**src/rtl/scr_pkg.sv**
```systemverilog
package scr_pkg;
    localparam int WORD_W = 8;
    localparam int ADDR_W = 2;
    localparam int DATA_W = WORD_W - ADDR_W;
    localparam int PC_W   = 8;
    localparam int SC_W   = 6;
    localparam int PCL_W  = PC_W - DATA_W;
    localparam int CNT_W  = $clog2(WORD_W + 2);

    typedef enum logic [ADDR_W-1:0] {
        ADR_CTRL = 2'b00,
        ADR_PCH  = 2'b01,
        ADR_PCL  = 2'b10,
        ADR_SC   = 2'b11
    } word_addr_e;

    typedef struct packed {
        logic       run;
        logic       band_fm;
        logic       step_hi;
        logic [1:0] pump;
    } ctrl_t;
endpackage

```
**src/rtl/scr_sync.sv**
```systemverilog
module scr_sync #(
    parameter int STAGES = 2
) (
    input  logic clk,
    input  logic rst_n,
    input  logic din,
    output logic dout
);
    logic [STAGES-1:0] pipe_d, pipe_q;

    always_comb begin
        pipe_d = {pipe_q[STAGES-2:0], din};
    end

    always_ff @(posedge clk or negedge rst_n) begin
        if (!rst_n) pipe_q <= '0;
        else        pipe_q <= pipe_d;
    end

    assign dout = pipe_q[STAGES-1];
endmodule

```
**src/rtl/scr_shift.sv**
```systemverilog
module scr_shift
    import scr_pkg::*;
(
    input  logic              clk,
    input  logic              rst_n,
    input  logic              sclk_i,
    input  logic              sdat_i,
    input  logic              sen_i,
    output logic              commit_o,
    output logic [WORD_W-1:0] word_o
);
    localparam logic [CNT_W-1:0] CNT_FULL = CNT_W'(WORD_W);
    localparam logic [CNT_W-1:0] CNT_SAT  = CNT_W'(WORD_W + 1);

    typedef struct packed {
        logic              sclk_prev;
        logic              sen_prev;
        logic [WORD_W-1:0] shreg;
        logic [CNT_W-1:0]  cnt;
        logic [WORD_W-1:0] word;
        logic              commit;
    } shift_st_t;

    shift_st_t st_d, st_q;
    logic      bit_edge, xfer_end;

    always_comb begin
        bit_edge     = sclk_i & ~st_q.sclk_prev;
        xfer_end     = st_q.sen_prev & ~sen_i;
        st_d           = st_q;
        st_d.sclk_prev = sclk_i;
        st_d.sen_prev  = sen_i;
        st_d.commit    = 1'b0;
        if (sen_i && bit_edge) begin
            st_d.shreg = {st_q.shreg[WORD_W-2:0], sdat_i};
            if (st_q.cnt != CNT_SAT) st_d.cnt = st_q.cnt + 1'b1;
        end
        if (xfer_end) begin
            if (st_q.cnt == CNT_FULL) begin
                st_d.word   = st_q.shreg;
                st_d.commit = 1'b1;
            end
            st_d.cnt = '0;
        end
    end

    always_ff @(posedge clk or negedge rst_n) begin
        if (!rst_n) st_q <= '0;
        else        st_q <= st_d;
    end

    assign commit_o = st_q.commit;
    assign word_o   = st_q.word;

    // a commit follows only a transfer of exactly one full word
    a_r4_full_count: assert property (@(posedge clk) disable iff (!rst_n)
        st_q.commit |-> $past(st_q.cnt == CNT_FULL));

    // the bit counter never runs past its saturation value
    a_r1_cnt_bound: assert property (@(posedge clk) disable iff (!rst_n)
        st_q.cnt <= CNT_SAT);

    // while enable is low the counter stays at zero
    a_r10_idle_clear: assert property (@(posedge clk) disable iff (!rst_n)
        !sen_i |=> st_q.cnt == '0);
endmodule

```
**src/rtl/scr_regs.sv**
```systemverilog
module scr_regs
    import scr_pkg::*;
(
    input  logic              clk,
    input  logic              rst_n,
    input  logic              commit_i,
    input  logic [WORD_W-1:0] word_i,
    output ctrl_t             ctrl_o,
    output logic [PC_W-1:0]   pc_o,
    output logic [SC_W-1:0]   sc_o
);
    typedef struct packed {
        ctrl_t             ctrl;
        logic [DATA_W-1:0] pch_sh;
        logic [PCL_W-1:0]  pcl_sh;
        logic [PC_W-1:0]   pc_act;
        logic [SC_W-1:0]   sc_act;
    } regs_st_t;

    regs_st_t   st_d, st_q;
    word_addr_e addr;
    logic [DATA_W-1:0] payload;
    logic       fmt_ok;
    logic [3:0] sel;

    always_comb begin
        addr    = word_addr_e'(word_i[WORD_W-1:DATA_W]);
        payload = word_i[DATA_W-1:0];
        unique case (addr)
            ADR_CTRL: fmt_ok = (payload[0] == 1'b0);
            ADR_PCL:  fmt_ok = (payload[DATA_W-PCL_W-1:0] == '0);
            default:  fmt_ok = 1'b1;
        endcase
        sel = '0;
        if (commit_i && fmt_ok) sel[addr] = 1'b1;
    end

    always_comb begin
        st_d = st_q;
        if (sel[ADR_CTRL]) begin
            st_d.ctrl.run     = payload[5];
            st_d.ctrl.band_fm = payload[4];
            st_d.ctrl.step_hi = payload[3];
            st_d.ctrl.pump    = payload[2:1];
        end
        if (sel[ADR_PCH]) st_d.pch_sh = payload;
        if (sel[ADR_PCL]) st_d.pcl_sh = payload[DATA_W-1:DATA_W-PCL_W];
        if (sel[ADR_SC]) begin
            st_d.sc_act = payload[SC_W-1:0];
            st_d.pc_act = {st_q.pch_sh, st_q.pcl_sh};
        end
    end

    always_ff @(posedge clk or negedge rst_n) begin
        if (!rst_n) st_q <= '0;
        else        st_q <= st_d;
    end

    assign ctrl_o = st_q.ctrl;
    assign pc_o   = st_q.pc_act;
    assign sc_o   = st_q.sc_act;

    // at most one destination is written per commit
    a_r2_one_dest: assert property (@(posedge clk) disable iff (!rst_n)
        $onehot0(sel));

    // the active PC moves only after an SC commit
    a_r6_pc_hold: assert property (@(posedge clk) disable iff (!rst_n)
        (st_q.pc_act != $past(st_q.pc_act)) |-> $past(commit_i && word_i[7:6] == 2'b11));

    // the active SC moves only after an SC commit
    a_r7_sc_hold: assert property (@(posedge clk) disable iff (!rst_n)
        (st_q.sc_act != $past(st_q.sc_act)) |-> $past(commit_i && word_i[7:6] == 2'b11));

    // control fields move only after a well-formed control commit
    a_r3_ctrl_hold: assert property (@(posedge clk) disable iff (!rst_n)
        (st_q.ctrl != $past(st_q.ctrl)) |->
            $past(commit_i && word_i[7:6] == 2'b00 && !word_i[0]));

    // a PC-low word with reserved bits set leaves the shadow alone
    a_r5_reserved_pcl: assert property (@(posedge clk) disable iff (!rst_n)
        (commit_i && word_i[7:6] == 2'b10 && word_i[3:0] != 4'h0) |=> $stable(st_q.pcl_sh));
endmodule

```
**src/rtl/scr_top.sv**
```systemverilog
module scr_top
    import scr_pkg::*;
#(
    parameter int SYNC_STAGES = 2
) (
    input  logic            clk,
    input  logic            rst_n,
    input  logic            ser_clk_i,
    input  logic            ser_dat_i,
    input  logic            ser_en_i,
    output logic            standby_o,
    output logic            band_fm_o,
    output logic            step_hi_o,
    output logic [1:0]      pump_cur_o,
    output logic [PC_W-1:0] pc_o,
    output logic [SC_W-1:0] sc_o
);
    localparam int LINES = 3;

    logic [LINES-1:0]  raw_lines, sync_lines;
    logic              commit;
    logic [WORD_W-1:0] word;
    ctrl_t             ctrl;

    assign raw_lines = {ser_en_i, ser_dat_i, ser_clk_i};

    for (genvar g = 0; g < LINES; g++) begin : g_sync
        scr_sync #(.STAGES(SYNC_STAGES)) u_sync (
            .clk  (clk),
            .rst_n(rst_n),
            .din  (raw_lines[g]),
            .dout (sync_lines[g])
        );
    end

    scr_shift u_shift (
        .clk     (clk),
        .rst_n   (rst_n),
        .sclk_i  (sync_lines[0]),
        .sdat_i  (sync_lines[1]),
        .sen_i   (sync_lines[2]),
        .commit_o(commit),
        .word_o  (word)
    );

    scr_regs u_regs (
        .clk     (clk),
        .rst_n   (rst_n),
        .commit_i(commit),
        .word_i  (word),
        .ctrl_o  (ctrl),
        .pc_o    (pc_o),
        .sc_o    (sc_o)
    );

    assign standby_o  = ~ctrl.run;
    assign band_fm_o  = ctrl.band_fm;
    assign step_hi_o  = ctrl.step_hi;
    assign pump_cur_o = ctrl.pump;
endmodule

```
**config.mk**
```make
export PLATFORM = sky130hd
export DESIGN_NAME = scr_top
export DESIGN_NICKNAME = d
export VERILOG_FILES = /design/src/rtl/scr_pkg.sv /design/src/rtl/scr_sync.sv /design/src/rtl/scr_shift.sv /design/src/rtl/scr_regs.sv /design/src/rtl/scr_top.sv
export SDC_FILE = /design/constraint.sdc
export NUM_CORES = 1
export LEC_CHECK = 0
export BUFFER_PORTS_ARGS = -buffer_cell sky130_fd_sc_hd__buf_2
export CAP_MARGIN = 5
export CORE_MARGIN = 2
export CORE_UTILIZATION = 60
export DETAILED_ROUTE_END_ITERATION = 8
export GPL_TIMING_DRIVEN = 0
export PLACE_DENSITY = 0.91
export SETUP_SLACK_MARGIN = 0.3
export SLEW_MARGIN = 5
export SYNTH_ARGS = -nofsm -noshare
export SYNTH_HDL_FRONTEND = slang
export SYNTH_HIERARCHICAL = 1
export SYNTH_SLANG_ARGS = --single-unit
```
**constraint.sdc**
```tcl
create_clock -name clk -period 3 [get_ports clk]
set_clock_uncertainty 0.2 [all_clocks]
set_input_delay 0.15 -clock clk [delete_from_list [all_inputs] [get_ports clk]]
set_output_delay 0.15 -clock clk [all_outputs]
set_load 0.01 [all_outputs]
```
### Yosys cells after proc, flatten, opt, wreduce, memory -nomap -nowiden

Cells that the tools add are included.

| word-level totals | value |
|---|---|
| register bits | 56 |
| bits in latches | 0 |
| RAM bits | 0 |
| ROM bits | 0 |
| input bits | 5 |
| output and inout bits | 19 |
| logic and storage cells | 46 |
| memories | 0 |

| cells by class | value |
|---|---|
| $add $sub $neg | 1 |
| multipliers | 0 |
| divide/modulo/power cells | 0 |
| magnitude comparators | 2 |
| eq/ne operators | 3 |
| shift operators | 0 |
| muxes and demuxes | 8 |
| bitwise gates (word level) | 6 |
| reduce and logical (&&, ||, !) cells | 9 |

Operators by type and width:

| operator | number |
|---|---|
| 13-bit 2-to-1 mux | 1 |
| 4-bit 2-to-1 mux | 3 |
| 9-bit 2-to-1 mux | 1 |
| 4-bit by 1-bit adder with 4-bit output (second input constant) | 1 |
| 4-bit equality test (second input constant) | 1 |
| 4-bit logical NOT | 1 |
| 4-bit inequality test (second input constant) | 1 |
| 1-bit inverter | 4 |
| 2-bit AND reduction | 2 |
| 2-bit nonzero test | 2 |
| 1-bit logical AND | 3 |
| 2-bit by 3-bit < comparator with 1-bit output (second input constant) | 1 |
| 1-bit AND | 2 |
| 1-bit demux with 2-bit select | 1 |
| 2-bit equality test (second input constant) | 1 |
| 2-bit by 1-bit greater-or-equal comparator with 1-bit output (second input constant) | 1 |
| 2-bit logical NOT | 1 |
| 1-bit one-hot mux with 2 select lines | 1 |
| 1-bit 2-to-1 mux | 1 |

### Logic depth before layout (Yosys ltp)

| depth | value |
|---|---|
| depth in word-level cells | 5 |
| gate-level depth with buffers | 5 |

### Modules after synthesis

Netlist, hierarchy kept.

By module, submodules not included:

| module | times used | cells an instance | area each (µm²) | sequential area each (µm²) |
|---|---|---|---|---|
| scr_regs | 1 | 80 | 1192.4 | 675.6 |
| scr_shift | 1 | 89 | 1012.2 | 575.6 |
| scr_sync | 3 | 2 | 50.0 | 50.0 |
| scr_top | 1 | 1 | 3.8 | 0.0 |

### Worst setup path before layout

Ideal clock, no wire load.

| path | value |
|---|---|
| kind | register -> register |
| from | register u_shift.st_q (netlist bit u_shift/word_o[6]) |
| to | register u_regs.st_q (netlist bit u_regs/ctrl_o[1]) |
| library setup time | 0.125 ns |
| arrival | 1.238 ns |
| required time | 2.675 ns |
| slack | 1.437 ns |
| cell stages (with the launch flop) | 4 |
| buffers on the path | 1 |
| clock period less this slack | 1.563 ns |
| cell sequence | dfrtp_1 > buf_4 > nor4b_4 > mux2_2 |

| between the ends | value |
|---|---|
| cells in the longest elaborated chain, start to end | 5 |
| elaborated cells between the ends (all ways) | 10 |
| classes of those cells | order compare: 2; eq/ne: 1; mux: 4; reduce/logical: 3 |

RTL lines:

| element | RTL line | RTL |
|---|---|---|
| start: declaration | scr_shift.sv:24 | `shift_st_t st_d, st_q;` |
| start signal: assignment | scr_shift.sv:49 | `else st_q <= st_d;` |
| 2-bit by 3-bit < comparator with 1-bit output (not written as such) / 2-bit by 1-bit greater-or-equal comparator with 1-bit output (equally long branches) | scr_regs.sv:35 | `if (commit_i && fmt_ok) sel[addr] = 1'b1;` |
| 1-bit logical AND (not written as such) | scr_regs.sv:35 |  |
| 1-bit 2-to-1 mux (not written as such) | scr_regs.sv:35 |  |
| 1-bit demux with 2-bit select | n/a |  |
| 4-bit 2-to-1 mux (*) | scr_regs.sv:35 |  |
| end signal: assignment | scr_regs.sv:56 | `else st_q <= st_d;` |
| end: declaration | scr_regs.sv:20 | `regs_st_t st_d, st_q;` |

Mark *: on every way between the ends. The rest lies on a longest branch, timed or not.
A chain may end at the register's enable or synchronous reset.

### Final worst setup path

| path | value |
|---|---|
| from | register u_shift.st_q (netlist bit u_shift/word_o[6]) |
| to | register u_regs.st_q (netlist bit u_regs/ctrl_o[3]) |

Same word-level chain as after synthesis.

==> flow_summary.yaml <==
detailed_routing:
  ant_nets: 0
  first_iter_violations: 85
  vias_per_cell: 4.90
  finalWirelength_um: 3320
  vias: 1265
  drtPass1Iterations: 4
  wl_per_cell_um: 12.9
  drc_errors: 0
sta:
  finalCriticalPeriod_ns: 1.73
  setup_ws_ns: 1.27
  finalMaxSlewViolations: 0
  totalNegativeSetupSlack_ns: 0
  finalSetupViolCount: 0
  post-route-period-util_pct: 57.7
  rsz0062_at_grt: "no"
  max_freq_mhz: 578
  worstMarginPinSlew_ns: 0.665
  finalHoldViolCount: 0
  slew-limit-headroom_pct: 55.6
place:
  hpwlAfterDp_um: 2380
  gp_congestion: 0.787
  place_area_um2: 2530
  port_buffers: 23
  pre_cts_slack_ns: 1.27
global_route:
  antenna_found_initial: 0
  track_usage_pct: 17.9
  grt_max_degree: 57
  grt_pass1_wl_um: 5850
  gr-total-overflow: 0
  grt_pass1_vias: 1263
logic_synthesis:
  synth_mux_area_share_pct: 17.7
  synthesis.instances: 176
  synth_xor_area_share_pct: 0
  synth_top_area_share_pct: 59.4
  synth_seq_cells: 56
  synth_compound_area_share_pct: 1.43
  syn-num-nets: 184
  yosys.area.top_type: "dfrtp_1"
  synthTopCellsByArea: "dfrtp_1 59%, mux2_2 16%, buf_4 8.6%"
  ys_seq_area_share_pct: 59.4
  avgSynthCellArea_um2: 13.4
  yosys.area_share.simple_pct: 9.60
  synth_top_family_by_area: "multiplexers"
  synth_area_um2: 2360
  synthAdderAreaFrac_pct: 1.59
  synth_warnings: 6
  synth_cell_types: 24
cts:
  cts_setup_buffers: 0
  cts_tree: "yes"
  ctsHtreeMaxLevel: 2
  clock-root-buffer: "clkbuf_8"
  clkSinkCount: 56
  clkLatencyLatePin_ns: 0.30
  clk_pin_slew_ns: 0.09
  cts.path.max_buffers: 2
  cts_buffers: 5
status:
  outcome: "finished, final reports clean"
setup_path:
  criticalPathCategory: "flip-flop to flip-flop"
  critPathLaunchType: "flip-flop"
  critPathMaxFanout: 5
  cp.arrival_ns: 1.71
  worstPathRequired_ns: 2.98
  r2r_cells: 3
  end_kind: "flip-flop"
cells_and_area:
  antenna_cells: 0
  synthToLayoutAreaGrowth_pct: 12.5
  utilization_pct: 71.4
  drive_above_1_share_pct: 47.6
  nets: 218
  fillers: 270
  fin_area_um2: 2650
floorplan:
  initial_core_util_pct: 63.5
  dieHeight_um: 66.7
  fp.dieW_um: 66.7
  io_pins: 24
  num_rows: 22
  dieArea_um2: 4450
  core-area_um2: 3720
min_path:
  hold_depth: 0
  hp-class: "flip-flop to flip-flop"
pwr:
  power.density_nw_per_um2: 472
  ir_drop_mv: 0.388
  power_mw: 1.25
  p_leak_nw: 1.47
flow_run:
  cap_violations: 0
==> area by class of cell <==
type,instances,area [um2],share of cell area (%)
well taps,48,60.1,2.26
multi-input cells,85,714,26.9
plain buffers,30,224,8.44
flip-flops and latches,56,1400,52.8
clock buffers,6,72.6,2.73
clock inverters,1,5.00,0.189
inverters,5,18.8,0.707
repair buffers,27,158,5.94
==> critical path, stage by stage (launching register included) <==
cell,delay [ns]
dfrtp_1,0.40
buf_4,0.16
nor4b_4,0.48
mux2_2,0.39
==> power breakdown <==
group	internal [mW]	switching, mW
Combinational	0.0281	0.0403
Sequential	0.787	0.0249
Clock	0.159	0.212
Total	0.975	0.277
==> layout by cell type, fill, tap and decap left out, types with 3 or more instances in the layout <==
| cell | instances |
|---|---|
| dfrtp_1 | 56 |
| mux2_2 | 34 |
| buf_4 | 28 |
| buf_2 | 24 |
| nand2_1 | 24 |
| inv_1 | 5 |
| clkbuf_8 | 5 |
| dlygate4sd3_1 | 4 |
| mux2_1 | 3 |
| nor2_1 | 3 |
| nand3_1 | 3 |
| a21oi_1 | 3 |
| ha_1 | 3 |
==> sequential cells by signal, summed over array words and instances (netlist names) <==
register,count
u_shift/st_q,14
u_regs/pc_o,8
u_regs/st_q,8
u_shift/word_o,8
g_sync.u_sync/pipe_q,6
u_regs/sc_o,6
u_regs/ctrl_o,5
u_shift/commit_o,1
==> per-stage QoR <==
step	hold WS, ns	cells
after floorplan	-0.346	176
after global placement	0.0575	247
after detailed placement	0.0597	247
after CTS	0.163	258
after global routing	0.166	258
final	0.156	258
==> worst paths after layout <==
path,startpoint,to,slack [ns]
hold reg to reg,g_sync[2].u_sync/pipe_q[0]$_DFF_PN0_,g_sync[2].u_sync/pipe_q[1]$_DFF_PN0_,0.16
setup / recovery,u_shift/word_o[6]$_DFFE_PN0P_,u_regs/ctrl_o[3]$_DFFE_PN0P_,1.27
max in group asynchronous,rst_n,u_shift/word_o[4]$_DFFE_PN0P_,1.92
setup reg to reg,u_shift/word_o[6]$_DFFE_PN0P_,u_regs/ctrl_o[3]$_DFFE_PN0P_,1.27
hold / removal,g_sync[2].u_sync/pipe_q[0]$_DFF_PN0_,g_sync[2].u_sync/pipe_q[1]$_DFF_PN0_,0.16
min in group asynchronous,rst_n,u_regs/pc_o[3]$_DFFE_PN0P_,0.24
==> cells by family (layout without fill, tap and decap cells) <==
| kind of cell | Yosys count | in the layout |
|---|---|---|
| and+or+nand+nor | 39 | 39 |
| AOI/OAI and AO/OA | 6 | 6 |
| muxes | 37 | 37 |
| DFF | 56 | 56 |
| adders and majority gates | 3 | 3 |
| buffers and inverters | 35 | 69 |
==> Yosys cell counts <==
master / instances
a21o_1: 1
a21oi_1: 3
a31oi_1: 1
and3b_2: 1
buf_2: 2
buf_4: 27
buf_6: 1
dfrtp_1: 56
ha_1: 3
inv_1: 5
mux2_1: 3
mux2_2: 34
nand2_1: 24
nand3_1: 3
nand3_2: 1
nand3b_1: 1
nand3b_2: 1
nand4_2: 1
nor2_1: 3
nor2b_4: 1
nor4b_2: 1
nor4b_4: 1
o21ai_0: 1
or3_1: 1
==> layer usage <==
layer / track usage [%] / vias to the layer above / wire, um
li1: - / 623 / -
met4: 6.12 / 0 / 15
met5: 0 / - / 0
met1: 22.1 / 617 / 1470
met2: 30.3 / 21 / 1750
met3: 5.07 / 4 / 91
==> what timing repair did <==
| item | 4_1_cts | 5_1_grt |
|---|---|---|
| resized for setup | 0 | 0 |
| hold endpoints to repair | 59 | 0 |
| hold buffers | 4 | 0 |
Power figures use the tool's default switching activity.
